**config.mk**
```make
export PLATFORM = sky130hd
export DESIGN_NAME = e1_ssm_rx
export DESIGN_NICKNAME = d
export VERILOG_FILES = /design/src/rtl/e1_ssm_pkg.sv /design/src/rtl/e1_ts0_capture.sv /design/src/rtl/e1_ssm_assemble.sv /design/src/rtl/e1_ssm_validate.sv /design/src/rtl/e1_ssm_rx.sv
export SDC_FILE = /design/constraint.sdc
export NUM_CORES = 1
export LEC_CHECK = 0
export ABC_AREA = 0
export BUFFER_PORTS_ARGS = -buffer_cell sky130_fd_sc_hd__buf_2
export CORE_ASPECT_RATIO = 0.7
export CORE_MARGIN = 2
export CORE_UTILIZATION = 56
export CTS_BUF_LIST = sky130_fd_sc_hd__clkbuf_16
export CTS_CLUSTER_SIZE = 14
export DETAILED_ROUTE_END_ITERATION = 8
export GPL_TIMING_DRIVEN = 1
export PLACE_DENSITY = 0.84
export SLEW_MARGIN = 20
export SYNTH_ARGS = -nofsm -noshare
export SYNTH_HDL_FRONTEND = slang
export SYNTH_SLANG_ARGS = --single-unit
```
**constraint.sdc**
```tcl
create_clock -name clk -period 2.2 [get_ports clk]
set_input_delay 0.44 -clock clk [delete_from_list [all_inputs] [get_ports clk]]
set_output_delay 0.44 -clock clk [all_outputs]
set_load 0.05 [all_outputs]
```
**src/rtl/e1_ssm_pkg.sv**
```systemverilog
// Shared constants and helpers for the E1 status message receive path.
// Assumes a 16-frame CRC4 multiframe split into two 8-frame halves.
package e1_ssm_pkg;
    localparam int FRAMES_PER_MF = 16;
    localparam int POS_W         = $clog2(FRAMES_PER_MF);
    localparam int HALF_LEN      = FRAMES_PER_MF / 2;
    localparam int CAP_W         = FRAMES_PER_MF / 2;   // one bit per odd (or even) frame
    localparam int SSM_W         = HALF_LEN / 2;        // odd frames per half multiframe
    localparam int SA_CNT        = 5;                   // Sa4 .. Sa8
    localparam int NF_CH         = SA_CNT + 2;          // Si, RA, Sa4..Sa8 of odd frames
    localparam int SEL_W         = 3;

    // Channel order of the odd-frame capture array (highest index = Si)
    localparam int CH_SI = NF_CH - 1;
    localparam int CH_RA = NF_CH - 2;

    // Quality levels treated as defined; all others are reserved
    function automatic logic code_defined(input logic [SSM_W-1:0] code);
        case (code)
            4'd0, 4'd2, 4'd4, 4'd8, 4'd11, 4'd15: code_defined = 1'b1;
            default:                              code_defined = 1'b0;
        endcase
    endfunction
endpackage

```
**src/rtl/e1_ts0_capture.sv**
```systemverilog
// Collects Si, RA and Sa4..Sa8 of one CRC4 multiframe into shift registers
// and commits them as a set at the end of frame 15.
// Assumes frm_pos is already aligned by an upstream framer; a commit only
// happens once frame 0 has been seen since the last loss of alignment.
module e1_ts0_capture
    import e1_ssm_pkg::*;
(
    input  logic                        clk,
    input  logic                        rst_n,
    input  logic                        frm_stb,
    input  logic [POS_W-1:0]            frm_pos,
    input  logic [7:0]                  frm_byte,
    input  logic                        mfa_lost,
    output logic [CAP_W-1:0]            cap_fas,
    output logic [NF_CH-1:0][CAP_W-1:0] cap_nf,
    output logic                        mf_pulse
);
    localparam logic [POS_W-1:0] LAST_POS = POS_W'(FRAMES_PER_MF - 1);

    logic                        armed;
    logic [CAP_W-1:0]            fas_sh;
    logic [NF_CH-1:0][CAP_W-1:0] nf_sh;
    logic [NF_CH-1:0]            nf_bits;
    logic                        is_odd;
    logic                        commit;

    // Odd-frame bit sources: Si, RA, then Sa4..Sa8 down to channel 0
    always_comb begin
        nf_bits                = '0;
        nf_bits[CH_SI]         = frm_byte[7];
        nf_bits[CH_RA]         = frm_byte[5];
        nf_bits[SA_CNT-1:0]    = frm_byte[SA_CNT-1:0];
    end

    assign is_odd = frm_pos[0];
    assign commit = frm_stb && (frm_pos == LAST_POS) && armed && !mfa_lost;

    // Arms the commit once a multiframe starts at frame 0
    always_ff @(posedge clk) begin
        if (!rst_n)                        armed <= 1'b0;
        else if (mfa_lost)                 armed <= 1'b0;
        else if (frm_stb && frm_pos == '0) armed <= 1'b1;
    end

    // Shifts the Si bit of alignment frames, earliest bit ends in the MSB
    always_ff @(posedge clk) begin
        if (!rst_n)                  fas_sh <= '0;
        else if (mfa_lost)           fas_sh <= '0;
        else if (frm_stb && !is_odd) fas_sh <= {fas_sh[CAP_W-2:0], frm_byte[7]};
    end

    // Commits the alignment-frame Si register at the multiframe end
    always_ff @(posedge clk) begin
        if (!rst_n)      cap_fas <= '0;
        else if (commit) cap_fas <= fas_sh;
    end

    genvar ch;
    generate
        for (ch = 0; ch < NF_CH; ch++) begin : g_nf
            // Shifts one odd-frame bit position per multiframe
            always_ff @(posedge clk) begin
                if (!rst_n)                 nf_sh[ch] <= '0;
                else if (mfa_lost)          nf_sh[ch] <= '0;
                else if (frm_stb && is_odd) nf_sh[ch] <= {nf_sh[ch][CAP_W-2:0], nf_bits[ch]};
            end

            // Commits the channel including the frame-15 bit
            always_ff @(posedge clk) begin
                if (!rst_n)      cap_nf[ch] <= '0;
                else if (commit) cap_nf[ch] <= {nf_sh[ch][CAP_W-2:0], nf_bits[ch]};
            end
        end
    endgenerate

    // Boundary pulse coincides with the refreshed registers
    always_ff @(posedge clk) begin
        if (!rst_n) mf_pulse <= 1'b0;
        else        mf_pulse <= commit;
    end
endmodule

```
**src/rtl/e1_ssm_assemble.sv**
```systemverilog
// Picks the selected Sa bit from odd frames and assembles one message per
// half multiframe, earliest bit as MSB. A message is emitted only if all
// odd frames of the half were seen in order since the last realignment.
module e1_ssm_assemble
    import e1_ssm_pkg::*;
(
    input  logic              clk,
    input  logic              rst_n,
    input  logic              frm_stb,
    input  logic [POS_W-1:0]  frm_pos,
    input  logic [7:0]        frm_byte,
    input  logic [SEL_W-1:0]  sa_sel,
    input  logic              mfa_lost,
    output logic              msg_stb,
    output logic [SSM_W-1:0]  msg
);
    localparam int SUB_W = $clog2(HALF_LEN);
    localparam int CNT_W = $clog2(SSM_W) + 1;
    localparam logic [SUB_W-1:0] FIRST_ODD = SUB_W'(1);
    localparam logic [SUB_W-1:0] LAST_ODD  = SUB_W'(HALF_LEN - 1);

    logic [SUB_W-1:0] sub_pos;
    logic [2:0]       bit_idx;
    logic             sa_bit;
    logic [SSM_W-1:0] sh;
    logic [CNT_W-1:0] cnt;

    assign sub_pos = frm_pos[SUB_W-1:0];

    // Maps the selector onto the byte position, out-of-range picks Sa8
    always_comb begin
        if (sa_sel >= SEL_W'(SA_CNT)) bit_idx = 3'd0;
        else                          bit_idx = 3'(SA_CNT - 1) - 3'(sa_sel);
        sa_bit = frm_byte[bit_idx];
    end

    // Builds the message and emits it on the last odd frame of each half
    always_ff @(posedge clk) begin
        if (!rst_n) begin
            sh      <= '0;
            cnt     <= '0;
            msg     <= '0;
            msg_stb <= 1'b0;
        end else begin
            msg_stb <= 1'b0;
            if (mfa_lost) begin
                sh  <= '0;
                cnt <= '0;
            end else if (frm_stb && frm_pos[0]) begin
                if (sub_pos == FIRST_ODD) begin
                    sh  <= {{(SSM_W-1){1'b0}}, sa_bit};
                    cnt <= CNT_W'(1);
                end else if (sub_pos == LAST_ODD) begin
                    if (cnt == CNT_W'(SSM_W - 1)) begin
                        msg     <= {sh[SSM_W-2:0], sa_bit};
                        msg_stb <= 1'b1;
                    end
                    sh  <= '0;
                    cnt <= '0;
                end else if (cnt != '0) begin
                    sh  <= {sh[SSM_W-2:0], sa_bit};
                    cnt <= cnt + CNT_W'(1);
                end
            end
        end
    end
endmodule

```
**src/rtl/e1_ssm_validate.sv**
```systemverilog
// Accepts a quality level after AGREE_CNT identical consecutive messages
// and raises a sticky interrupt whenever the accepted level changes.
// Assumes msg_stb is a single-cycle strobe from the assembler.
module e1_ssm_validate
    import e1_ssm_pkg::*;
#(
    parameter int AGREE_CNT = 3
) (
    input  logic             clk,
    input  logic             rst_n,
    input  logic             msg_stb,
    input  logic [SSM_W-1:0] msg,
    input  logic             mfa_lost,
    input  logic             irq_clr,
    output logic [SSM_W-1:0] ssm_q,
    output logic             ssm_irq
);
    localparam int CW = $clog2(AGREE_CNT + 1);
    localparam logic [CW-1:0] CNT_MAX = CW'(AGREE_CNT);

    logic [SSM_W-1:0] cand;
    logic [CW-1:0]    cnt;
    logic [CW-1:0]    cnt_nxt;
    logic             accept;
    logic             changed;

    // Next agreement count for an incoming message
    always_comb begin
        if (cnt != '0 && msg == cand)
            cnt_nxt = (cnt >= CNT_MAX) ? CNT_MAX : cnt + CW'(1);
        else
            cnt_nxt = CW'(1);
        accept  = msg_stb && !mfa_lost && (cnt_nxt >= CNT_MAX);
        changed = accept && (msg != ssm_q);
    end

    // Tracks the candidate code and how often it has repeated
    always_ff @(posedge clk) begin
        if (!rst_n) begin
            cand <= '0;
            cnt  <= '0;
        end else if (mfa_lost) begin
            cnt  <= '0;
        end else if (msg_stb) begin
            cand <= msg;
            cnt  <= cnt_nxt;
        end
    end

    // Holds the validated level, starting at "do not use"
    always_ff @(posedge clk) begin
        if (!rst_n)       ssm_q <= '1;
        else if (changed) ssm_q <= msg;
    end

    // Sticky change interrupt, a new change wins over a clear
    always_ff @(posedge clk) begin
        if (!rst_n)       ssm_irq <= 1'b0;
        else if (changed) ssm_irq <= 1'b1;
        else if (irq_clr) ssm_irq <= 1'b0;
    end
endmodule

```
**src/rtl/e1_ssm_rx.sv**
```systemverilog
// Top of the E1 Sa-bit status receive path: capture registers, message
// assembly and validation. Assumes aligned frame positions from a framer.
module e1_ssm_rx
    import e1_ssm_pkg::*;
#(
    parameter int AGREE_CNT = 3
) (
    input  logic             clk,
    input  logic             rst_n,
    input  logic             frm_stb,
    input  logic [POS_W-1:0] frm_pos,
    input  logic [7:0]       frm_byte,
    input  logic             mfa_lost,
    input  logic [SEL_W-1:0] sa_sel,
    input  logic             irq_clr,
    output logic [CAP_W-1:0] si_fas_reg,
    output logic [CAP_W-1:0] si_nfas_reg,
    output logic [CAP_W-1:0] ra_reg,
    output logic [CAP_W-1:0] sa4_reg,
    output logic [CAP_W-1:0] sa5_reg,
    output logic [CAP_W-1:0] sa6_reg,
    output logic [CAP_W-1:0] sa7_reg,
    output logic [CAP_W-1:0] sa8_reg,
    output logic             mf_pulse,
    output logic [SSM_W-1:0] ssm_q,
    output logic             ssm_defined,
    output logic             ssm_irq
);
    logic [NF_CH-1:0][CAP_W-1:0] cap_nf;
    logic                        asm_stb;
    logic [SSM_W-1:0]            asm_msg;

    e1_ts0_capture u_cap (
        .clk      (clk),
        .rst_n    (rst_n),
        .frm_stb  (frm_stb),
        .frm_pos  (frm_pos),
        .frm_byte (frm_byte),
        .mfa_lost (mfa_lost),
        .cap_fas  (si_fas_reg),
        .cap_nf   (cap_nf),
        .mf_pulse (mf_pulse)
    );

    e1_ssm_assemble u_asm (
        .clk      (clk),
        .rst_n    (rst_n),
        .frm_stb  (frm_stb),
        .frm_pos  (frm_pos),
        .frm_byte (frm_byte),
        .sa_sel   (sa_sel),
        .mfa_lost (mfa_lost),
        .msg_stb  (asm_stb),
        .msg      (asm_msg)
    );

    e1_ssm_validate #(.AGREE_CNT(AGREE_CNT)) u_val (
        .clk      (clk),
        .rst_n    (rst_n),
        .msg_stb  (asm_stb),
        .msg      (asm_msg),
        .mfa_lost (mfa_lost),
        .irq_clr  (irq_clr),
        .ssm_q    (ssm_q),
        .ssm_irq  (ssm_irq)
    );

    // Splits the odd-frame capture array onto named registers
    assign si_nfas_reg = cap_nf[CH_SI];
    assign ra_reg      = cap_nf[CH_RA];
    assign sa4_reg     = cap_nf[4];
    assign sa5_reg     = cap_nf[3];
    assign sa6_reg     = cap_nf[2];
    assign sa7_reg     = cap_nf[1];
    assign sa8_reg     = cap_nf[0];

    assign ssm_defined = code_defined(ssm_q);
endmodule

```
==> metrics.txt, run 1 <==
status=complete, no violations; FILL cells=around 800; Pint=between 4000 and 5000 uW; Post-Synth Simple-Gate Area=0.2297; Critical Path End Type=primary output; RD Place Congestion=0.9137; syn avg cell area=8.899 um^2; unrepaired setup endpoints after global routing=false; layout cell share with drive strength beyond 1=0.3136; via count=between 4000 and 5000; I/O Buffers=90; Initial Util=0.5748; Worst EP required=between 1.5 and 2 ns; Final nets=slightly below 800; register-to-register path setup slack=0.53 ns; largest net degree at the start of global routing=40; worst hold path type=primary input to flip-flop; Max Cap Violations=0; worst skew pair latency=0.42 ns; vias per cell=roughly 5.4; CTS resizes=0; Slew Limit Fails=0; FF+latch count, synth=145; reg-to-reg endpoint=u_val.ssm_q[3]; post-route minimum period=roughly 2 ns; Setup violations, final=0; largest family of logic cells by synthesized area=simple AND/OR/NAND/NOR gates; initial antenna violation count=0; Post-Synth Adder-Cell Area=0.01219; clk buf depth=2; number of setup buffers added after CTS=0; clock network fraction of total power=0.510; final hold vios=0; Top Ports=91; mux cell area share after synthesis=0.02228; final wirelength=13650 um; crit path DAT=1.55 ns; cts bufs inserted=17; H-Tree Depth=4; die height=about 90 um; Cells after Synth=669; final worst path period share=0.9026; FP Rows=31; register area share after synthesis=0.4876; global-route wire length before repair=roughly 23000 um; grt ovf=0; combinational fraction of design power=0.036; Die ar.=about 11000 um^2; worst hold path endpoint=u_cap.cap_nf[16]; Detail Route Antenna Nets=0; Reg power frac=0.455; Synth cell types=44; most area-hungry cell type in the Yosys netlist=dfxtp_1; Worst-path clk slew=0.06 ns; Synth top area share=0.4876; placed insts=859; WL/cell=15.32 um; die width=between 100 and 150 um; Power Density=around 820 nW/um^2; hold_sp=frm_byte[2]; reg2reg path depth=5; vias in the first global route=4644; Final Non-Filler Cells=~900; CP Max Fanout=4; sw frac=0.2114; startpoint types=flip-flop; Synth area leaders=dfxtp_1 (49%), nand2_1 (13%), a21boi_2 (9.3%); yosys synthesis warning count=0; maximum vdd ir drop=571.7 uV; most common cell in the netlist=nand2_1; cell leakage power=about 0.0026 uW; synthesis-to-finish area growth=18.28%; crit-path cells=maj3_1 -> o21ai_1 -> buf_2; clock sinks=roughly 150; Post-Route Skew=0.007156 ns; area of the multi-input gates=2768 um^2; Synth Flop Type=dfxtp_1; slowest cell on the critical path=dfxtp_1; Synth Area in XOR/XNOR=0.01324; hpwl dp=between 8000 and 9000 um; Setup Crit Path Kind=flip-flop to primary output; worst hold path cell count=3; root buffer cell=clkbuf_16; post-synthesis async set-or-reset flop share=0; Syn Nets=694; drt first pass iters=5; Synth Area in Compound Gates=0.1850; FMAX=0.5036 GHz; # DRC=0; EDFF count, synth=0; relative slew slack=0.6801; core area=10360 um^2; worst-margin pin slew=around 0.48 ns; CP max stage delay=between 0.3 and 0.4 ns; DR iter-0 viols=383; launching point of the worst reg2reg path=u_asm.msg[1]; Inserted Diodes=0; net switching power=about 1200 uW; CTS tree=yes; Reg area=2903 um^2; gr usage total=0.2467; top cells by count, synth=nand2_1 (204), dfxtp_1 (145), a21oi_1 (62), a21boi_2 (49), nand2_2 (49); Mapped Area=5953 um^2; cts hold-fix bufs=0; setup_tns=0 ns
## critical path: cells and delay by family (launching register included)
family | cells | cell delay, ns
AO/OA/AOI/OAI | 1 | 0.13
adder cells (fa/ha/maj) | 1 | 0.36
buffers and inverters | 1 | 0.27
flip-flops | 1 | 0.36
## how the worst max path moves through the flow
| stage | startpoint | end | slack (ns) | cells after the start |
|---|---|---|---|---|
| floorplan | u_val.ssm_q[3] | ssm_defined | 0.13 | 2 |
| global placement | sa_sel[0] | u_asm.sh[0] | 0.30 | 7 |
| detailed placement | sa_sel[0] | u_asm.sh[0] | 0.16 | 7 |
| CTS | u_val.ssm_q[2] | ssm_defined | 0.20 | 3 |
| global route | u_val.ssm_q[2] | ssm_defined | 0.17 | 3 |
| finish | u_val.ssm_q[2] | ssm_defined | 0.21 | 3 |
## routing by layer
metal | global-route usage | part of all wire | wire, um
met5 | 0 | 0 | 0
met4 | 0.09890 | 0.018 | 244
met3 | 0.05509 | 0.058 | 789
met2 | 0.4010 | 0.47 | 6471
met1 | 0.3206 | 0.45 | 6146
## cell families (layout without fill, tap and decap cells)
logic type	after synthesis	after routing
AOI/OAI and AO/OA	144	144
muxes	13	13
DFF	145	145
adders and majority gates	6	6
xor gates and xnor gates	9	9
and+or+nand+nor	301	301
buffers and inverters	51	141
## registers in the layout (all words and copies together), names as in the netlist
name	cells
u_val.ssm_q	4
u_cap.mf_pulse	1
u_cap.nf_sh	49
u_asm.sh	3
u_asm.msg	4
u_cap.cap_fas	8
u_cap.armed	1
u_asm.cnt	3
u_val.cnt	2
u_cap.cap_nf	56
u_cap.fas_sh	8
u_val.cand	4
u_val.ssm_irq	1
u_asm.msg_stb	1
## power by group through the flow
stage	clock network, uW	registers [uW]	logic, uW
2_1_floorplan	0	2690	128
3_3_place_gp	0	2690	191
3_5_place_dp	0	2690	200
4_1_cts	2990	2640	204
5_1_grt	3110	2630	221
6_report	2950	2640	207
## per-stage QoR
stage / total power (uW) / instance area (um^2) / utilization / worst slack [ns] / hold WS [ns]
after floorplan: 2819 / 5953 / - / 0.1334 / 0.4351
after global placement: 2884 / 6440 / 0.6218 / 0.3037 / 0.4427
after detailed placement: 2892 / 6440 / 0.6218 / 0.1617 / 0.4475
after CTS: 5829 / 7042 / 0.6800 / 0.1990 / 0.2702
after global routing: 5960 / 7042 / 0.6800 / 0.1685 / 0.2964
final: 5796 / 7042 / 0.6800 / 0.2142 / 0.2908
## area by class of cell
cell class                 count  area share
tap                          132     0.02345
clock inverter                15     0.02505
inverter                       7    0.003731
clock buffer                  17     0.06041
sequential                   145      0.4122
timing repair buffer         102     0.08209
multi-input combinational    473      0.3930
## placed cells by master, fill, tap and decap left out, drive strengths merged, types with 2 or more instances in the layout
cell,instances
nand2,253
o21ai,6
and2,2
a21oi,62
clkinv,6
a21boi,64
ha,5
xnor2,5
dfxtp,145
buf,102
nand2b,4
mux2i,11
xor2,4
nor2,10
clkinvlp,2
clkbuf,17
inv,10
mux2,2
a211oi,2
nand3,5
a22oi,4
nor2b,13
nor3,5
nor4,2
nand4,3
bufinv,4
(Power assumes the default switching activity.)
==> run 2: changes to the inputs <==
--- a/config.mk
+++ b/config.mk
@@ -9,12 +9,12 @@
 export BUFFER_PORTS_ARGS = -buffer_cell sky130_fd_sc_hd__buf_2
 export CORE_ASPECT_RATIO = 0.7
 export CORE_MARGIN = 2
-export CORE_UTILIZATION = 56
+export CORE_UTILIZATION = 50
 export CTS_BUF_LIST = sky130_fd_sc_hd__clkbuf_16
 export CTS_CLUSTER_SIZE = 14
 export DETAILED_ROUTE_END_ITERATION = 8
 export GPL_TIMING_DRIVEN = 1
-export PLACE_DENSITY = 0.84
+export PLACE_DENSITY = 0.77
 export SLEW_MARGIN = 20
 export SYNTH_ARGS = -nofsm -noshare
 export SYNTH_HDL_FRONTEND = slang
==> run 2 against run 1 <==
- die area grew 12%
- routed wire length shrank 5.2%
- via count shrank 2.3%
- critical path type unchanged
- critical endpoint unchanged
- highest routed layer unchanged
==> metrics.txt, run 2 (same netlist as run 1, synthesis figures left out) <==
startpoint types=flip-flop; FMAX=around 0.51 GHz; Top Registers=u_cap.cap_nf: 56 flops, u_cap.nf_sh: 49 flops; global-route wire length before repair=21400 um; synthesis-to-finish area growth=18.60%; root buffer cell=clkbuf_16; worst hold margin=0.2992 ns; hold_sp=frm_byte[2]; Slew Limit Fails=0; CTS tree=yes; # DRC=0; layout cell share with drive strength beyond 1=0.3162; Reg power frac=0.465; Reg area=2903 um^2; Final nets=771; Top Ports=91; core area=11640 um^2; WL/cell=14.12 um; Pint=4460 uW; Worst-path clk slew=0.06 ns; final wirelength=12940 um; clock network fraction of total power=0.499; via count=4679; crit path DAT=1.53 ns; die height=95.30 um; RD Place Congestion=0.8896; cts hold-fix bufs=0; Setup violations, final=0; gr usage total=0.2131; final worst path period share=0.8943; most frequent cells in the layout=nand2_1 (203), dfxtp_1 (145), buf_2 (90); DR iter-0 viols=228; grt ovf=0; worst hold path endpoint=u_cap.cap_nf[16]; area of the multi-input gates=around 2800 um^2; Die ar.=between 10000 and 15000 um^2; CP Max Fanout=4; relative slew slack=0.5944; worst-margin pin slew=0.6083 ns; drt first pass iters=4; number of setup buffers added after CTS=0; setup_tns=0 ns; I/O Buffers=90; crit-path cells=maj3_1 -> o21ai_1 -> buf_2; clk buf depth=2; FP Rows=33; status=complete, no violations; vias per cell=5.108; unrepaired setup endpoints after global routing=false; Post-Route Skew=0.009028 ns; crit path from=u_val.ssm_q[2]; worst skew pair latency=0.41 ns; Power Density=about 800 nW/um^2; H-Tree Depth=4; Worst EP required=roughly 1.8 ns; cell leakage power=0.002610 uW; post-route minimum period=between 1.5 and 2 ns; cts bufs inserted=17; slowest cell on the critical path=maj3_1; reg2reg path depth=5; register-to-register path setup slack=0.55 ns; final hold vios=0; initial antenna violation count=0; FILL cells=1000; Critical Path End Type=primary output; clock sinks=145; Detail Route Antenna Nets=0; net switching power=1207 uW; maximum vdd ir drop=621.4 uV; launching point of the worst reg2reg path=u_asm.msg[1]; CP max stage delay=0.37 ns; vias in the first global route=4463; sw frac=0.2129; most flop-heavy register=u_cap.cap_nf; Setup Crit Path Kind=flip-flop to primary output; worst hold path type=primary input to flip-flop; largest net degree at the start of global routing=46; Initial Util=0.5113; Largest register FFs=56; Inserted Diodes=0; combinational fraction of design power=0.036; Max Cap Violations=0; worst hold path cell count=3; most common cell after layout, fill and taps aside=nand2_1; reg-to-reg endpoint=u_val.ssm_q[3]; CTS resizes=0; die width=134.4 um; hpwl dp=8919 um
run 2: changes by cell type in the layout (fill, tap and decap cells not counted), sizes merged:
cell and change:
bufinv -1, clkinvlp -1, clkinv +3, inv -1
run 2: how the worst max path moves through the flow:
stage / to / slack, ns / cells past startpoint
floorplan: ssm_defined / 0.13 / 2
global placement: u_asm.sh[0] / 0.32 / 7
detailed placement: u_asm.sh[0] / 0.20 / 7
CTS: ssm_defined / 0.21 / 3
global route: ssm_defined / 0.10 / 3
finish: ssm_defined / 0.23 / 3
run 2: power by group through the flow:
stage / clock network [uW] / logic, uW / registers (uW)
floorplan: 0 / 128 / 2690
global placement: 0 / 195 / 2690
detailed placement: 0 / 201 / 2690
CTS: 2880 / 202 / 2640
global route: 3000 / 221 / 2630
finish: 2830 / 202 / 2640
run 2: area by class of cell:
type,instances,area share
clock buffers,17,0.06025
clock inverters,15,0.02144
inverters,7,0.003721
multi-input cells,473,0.3920
flip-flops and latches,145,0.4111
well taps,157,0.02782
repair buffers,102,0.08364
run 2: metal layers:
layer | GRT usage | vias to the layer above | wire [um]
met1 | 0.2796 | 2217 | 6211
met4 | 0.07368 | 0 | 163
met3 | 0.05263 | 17 | 576
met5 | 0 | - | 0
li1 | - | 2334 | -
met2 | 0.3465 | 111 | 5987
run 2: through the flow:
step | cell area [um^2] | std cells | utilization | worst slack [ns] | power [uW]
after floorplan | 5953 | 669 | - | 0.1334 | 2819
after global placement | 6484 | 884 | 0.5568 | 0.3163 | 2887
after detailed placement | 6484 | 884 | 0.5568 | 0.2012 | 2894
after CTS | 7061 | 916 | 0.6064 | 0.2083 | 5715
after global routing | 7061 | 916 | 0.6064 | 0.1046 | 5856
final | 7061 | 916 | 0.6064 | 0.2326 | 5666
run 2: worst max-delay path, delay by kind of cell (launching register included):
kind	cells	cell delay (ns)
AOI/OAI and AO/OA	1	0.12
adders and majority gates	1	0.37
DFF	1	0.36
buffers and inverters	1	0.27
==> run 3: changes to the inputs <==
--- a/config.mk
+++ b/config.mk
@@ -6,7 +6,7 @@
 export NUM_CORES = 1
 export LEC_CHECK = 0
 export ABC_AREA = 0
-export BUFFER_PORTS_ARGS = -buffer_cell sky130_fd_sc_hd__buf_2
+export BUFFER_PORTS_ARGS = -buffer_cell sky130_fd_sc_hd__buf_4
 export CORE_ASPECT_RATIO = 0.7
 export CORE_MARGIN = 2
 export CORE_UTILIZATION = 50
==> constraint.sdc (replaced) <==
create_clock -name clk -period 2.2 [get_ports clk]
set_input_delay 0.33 -clock clk [delete_from_list [all_inputs] [get_ports clk]]
set_output_delay 0.33 -clock clk [all_outputs]
set_load 0.05 [all_outputs]
==> run 3 against run 2 <==
- global-route usage grew 0.30 points
- cell count shrank 0.55%
- count of clock-buffer cells in the layout unchanged
- clock power grew 12%
- critical path type unchanged
- highest routed layer unchanged
- routed wire length up 2.3%
- maximum frequency up 8.3%
- clock skew fell by 0.0019 ns
- flip-flop and latch count did not move
- sequential share of layout area fell by 1.6 points
==> metrics.txt, run 3 (same netlist as run 1, synthesis figures left out) <==
CTS resizes=0; final wirelength=13230 um; Worst-path clk slew=0.06 ns; initial antenna violation count=0; worst-margin pin slew=0.5105 ns; clock sinks=roughly 150; clk buf depth=2; die height=95.30 um; Detail Route Antenna Nets=0; unrepaired setup endpoints after global routing=false; startpoint types=flip-flop; relative slew slack=0.6585; WL/cell=~15 um; Post-Route Skew=0.007128 ns; CP Max Fanout=5; I/O Buffers=90; final hold vios=0; cell leakage power=0.002641 uW; Critical Path End Type=primary output; cts hold-fix bufs=0; DR iter-0 viols=339; Max Cap Violations=0; area of placed instances=6691 um^2; Largest register FFs=56; Inserted Diodes=0; most flop-heavy register=u_cap.cap_nf; maximum vdd ir drop=approximately 560 uV; cts bufs inserted=17; Slew Limit Fails=0; gr usage total=0.2160; worst hold path type=primary input to flip-flop; Top Ports=91; slowest cell on the critical path=maj3_1; CP max stage delay=0.37 ns; vias in the first global route=4539; CTS tree=yes; placed insts=880; number of setup buffers added after CTS=0; crit path DAT=1.49 ns; hpwl dp=about 8800 um; FILL cells=973; Initial Util=0.5113; Setup violations, final=0; worst skew pair latency=slightly above 0.4 ns; root buffer cell=clkbuf_16; Reg area=just under 3000 um^2; Die ar.=12810 um^2; Finished Cell Area=7338 um^2; FMAX=0.5506 GHz; synthesis-to-finish area growth=23.27%; vias per cell=5.184; # DRC=0; setup_tns=0 ns; register-to-register path setup slack=0.53 ns; grt ovf=0; most frequent cells in the layout=nand2_1 (203), dfxtp_1 (145), buf_4 (93); final worst path period share=0.8256; core area=11640 um^2; die width=134.4 um; FP Rows=33; RD Place Congestion=0.7890; drt first pass iters=4; crit-path cells=maj3_1 -> o21ai_1 -> buf_4; largest net degree at the start of global routing=66; area of the multi-input gates=2768 um^2; post-route minimum period=1.816 ns; Final Non-Filler Cells=911; Power Density=818.0 nW/um^2; layout cell share with drive strength beyond 1=0.3117; Top Registers=u_cap.cap_nf: 56 flops, u_cap.nf_sh: 49 flops; Final nets=767; global-route wire length before repair=21820 um; H-Tree Depth=4; Setup Crit Path Kind=flip-flop to primary output; via count=4723; most common cell after layout, fill and taps aside=nand2_1; status=complete, no violations; Worst EP required=between 1.5 and 2 ns
run 3: worst paths after layout:
| check | startpoint | endpoint | cells after the start |
|---|---|---|---|
| worst max-delay path | u_val.ssm_q[3] | ssm_defined | 3 |
| worst min-delay path | frm_byte[2] | u_cap.cap_nf[16] | 3 |
| worst max register to register | u_asm.msg[1] | u_val.ssm_q[3] | 5 |
| worst min register to register | u_cap.nf_sh[14] | u_cap.cap_nf[15] | 2 |
run 3: through the flow:
step           setup slack (ns)  total power, uW  hold slack (ns)  utilization
2_1_floorplan            0.2434             2819           0.4351            -
3_3_place_gp             0.4434             2894           0.4391       0.5747
3_5_place_dp             0.3322             2901           0.4449       0.5747
4_1_cts                  0.3622             6052           0.1713       0.6302
5_1_grt                  0.3298             6214           0.1764       0.6302
6_report                 0.3837             6003           0.1866       0.6302
run 3: per-layer routing:
layer	share of wire	track usage	vias to the layer above
met3	0.054	0.05582	15
met1	0.46	0.2876	2246
met2	0.48	0.3482	127
li1	-	-	2335
met5	0	0	-
met4	0.010	0.06579	0
run 3: report_power, final:
group	total [uW]	switching, uW	internal, uW	leakage, uW
Sequential	2640	4.67	2630	0.00117
Clock	3160	1060	2100	0.000320
Combinational	210	127	82.5	0.00115
run 3: worst max-delay path, delay by kind of cell (launching register included):
family	cells	cell delay [ns]
buffers and inverters	1	0.21
flip-flops	1	0.36
AO/OA/AOI/OAI	1	0.14
adder cells (fa/ha/maj)	1	0.37
run 3: final cells by class:
| class | instances | share of cell area |
|---|---|---|
| Timing Repair Buffer | 98 | 0.1088 |
| Inverter | 7 | 0.003581 |
| Tap cell | 157 | 0.02677 |
| Sequential cell | 145 | 0.3956 |
| Clock buffer | 17 | 0.05797 |
| Multi-Input combinational cell | 473 | 0.3772 |
| Clock inverter | 14 | 0.03018 |
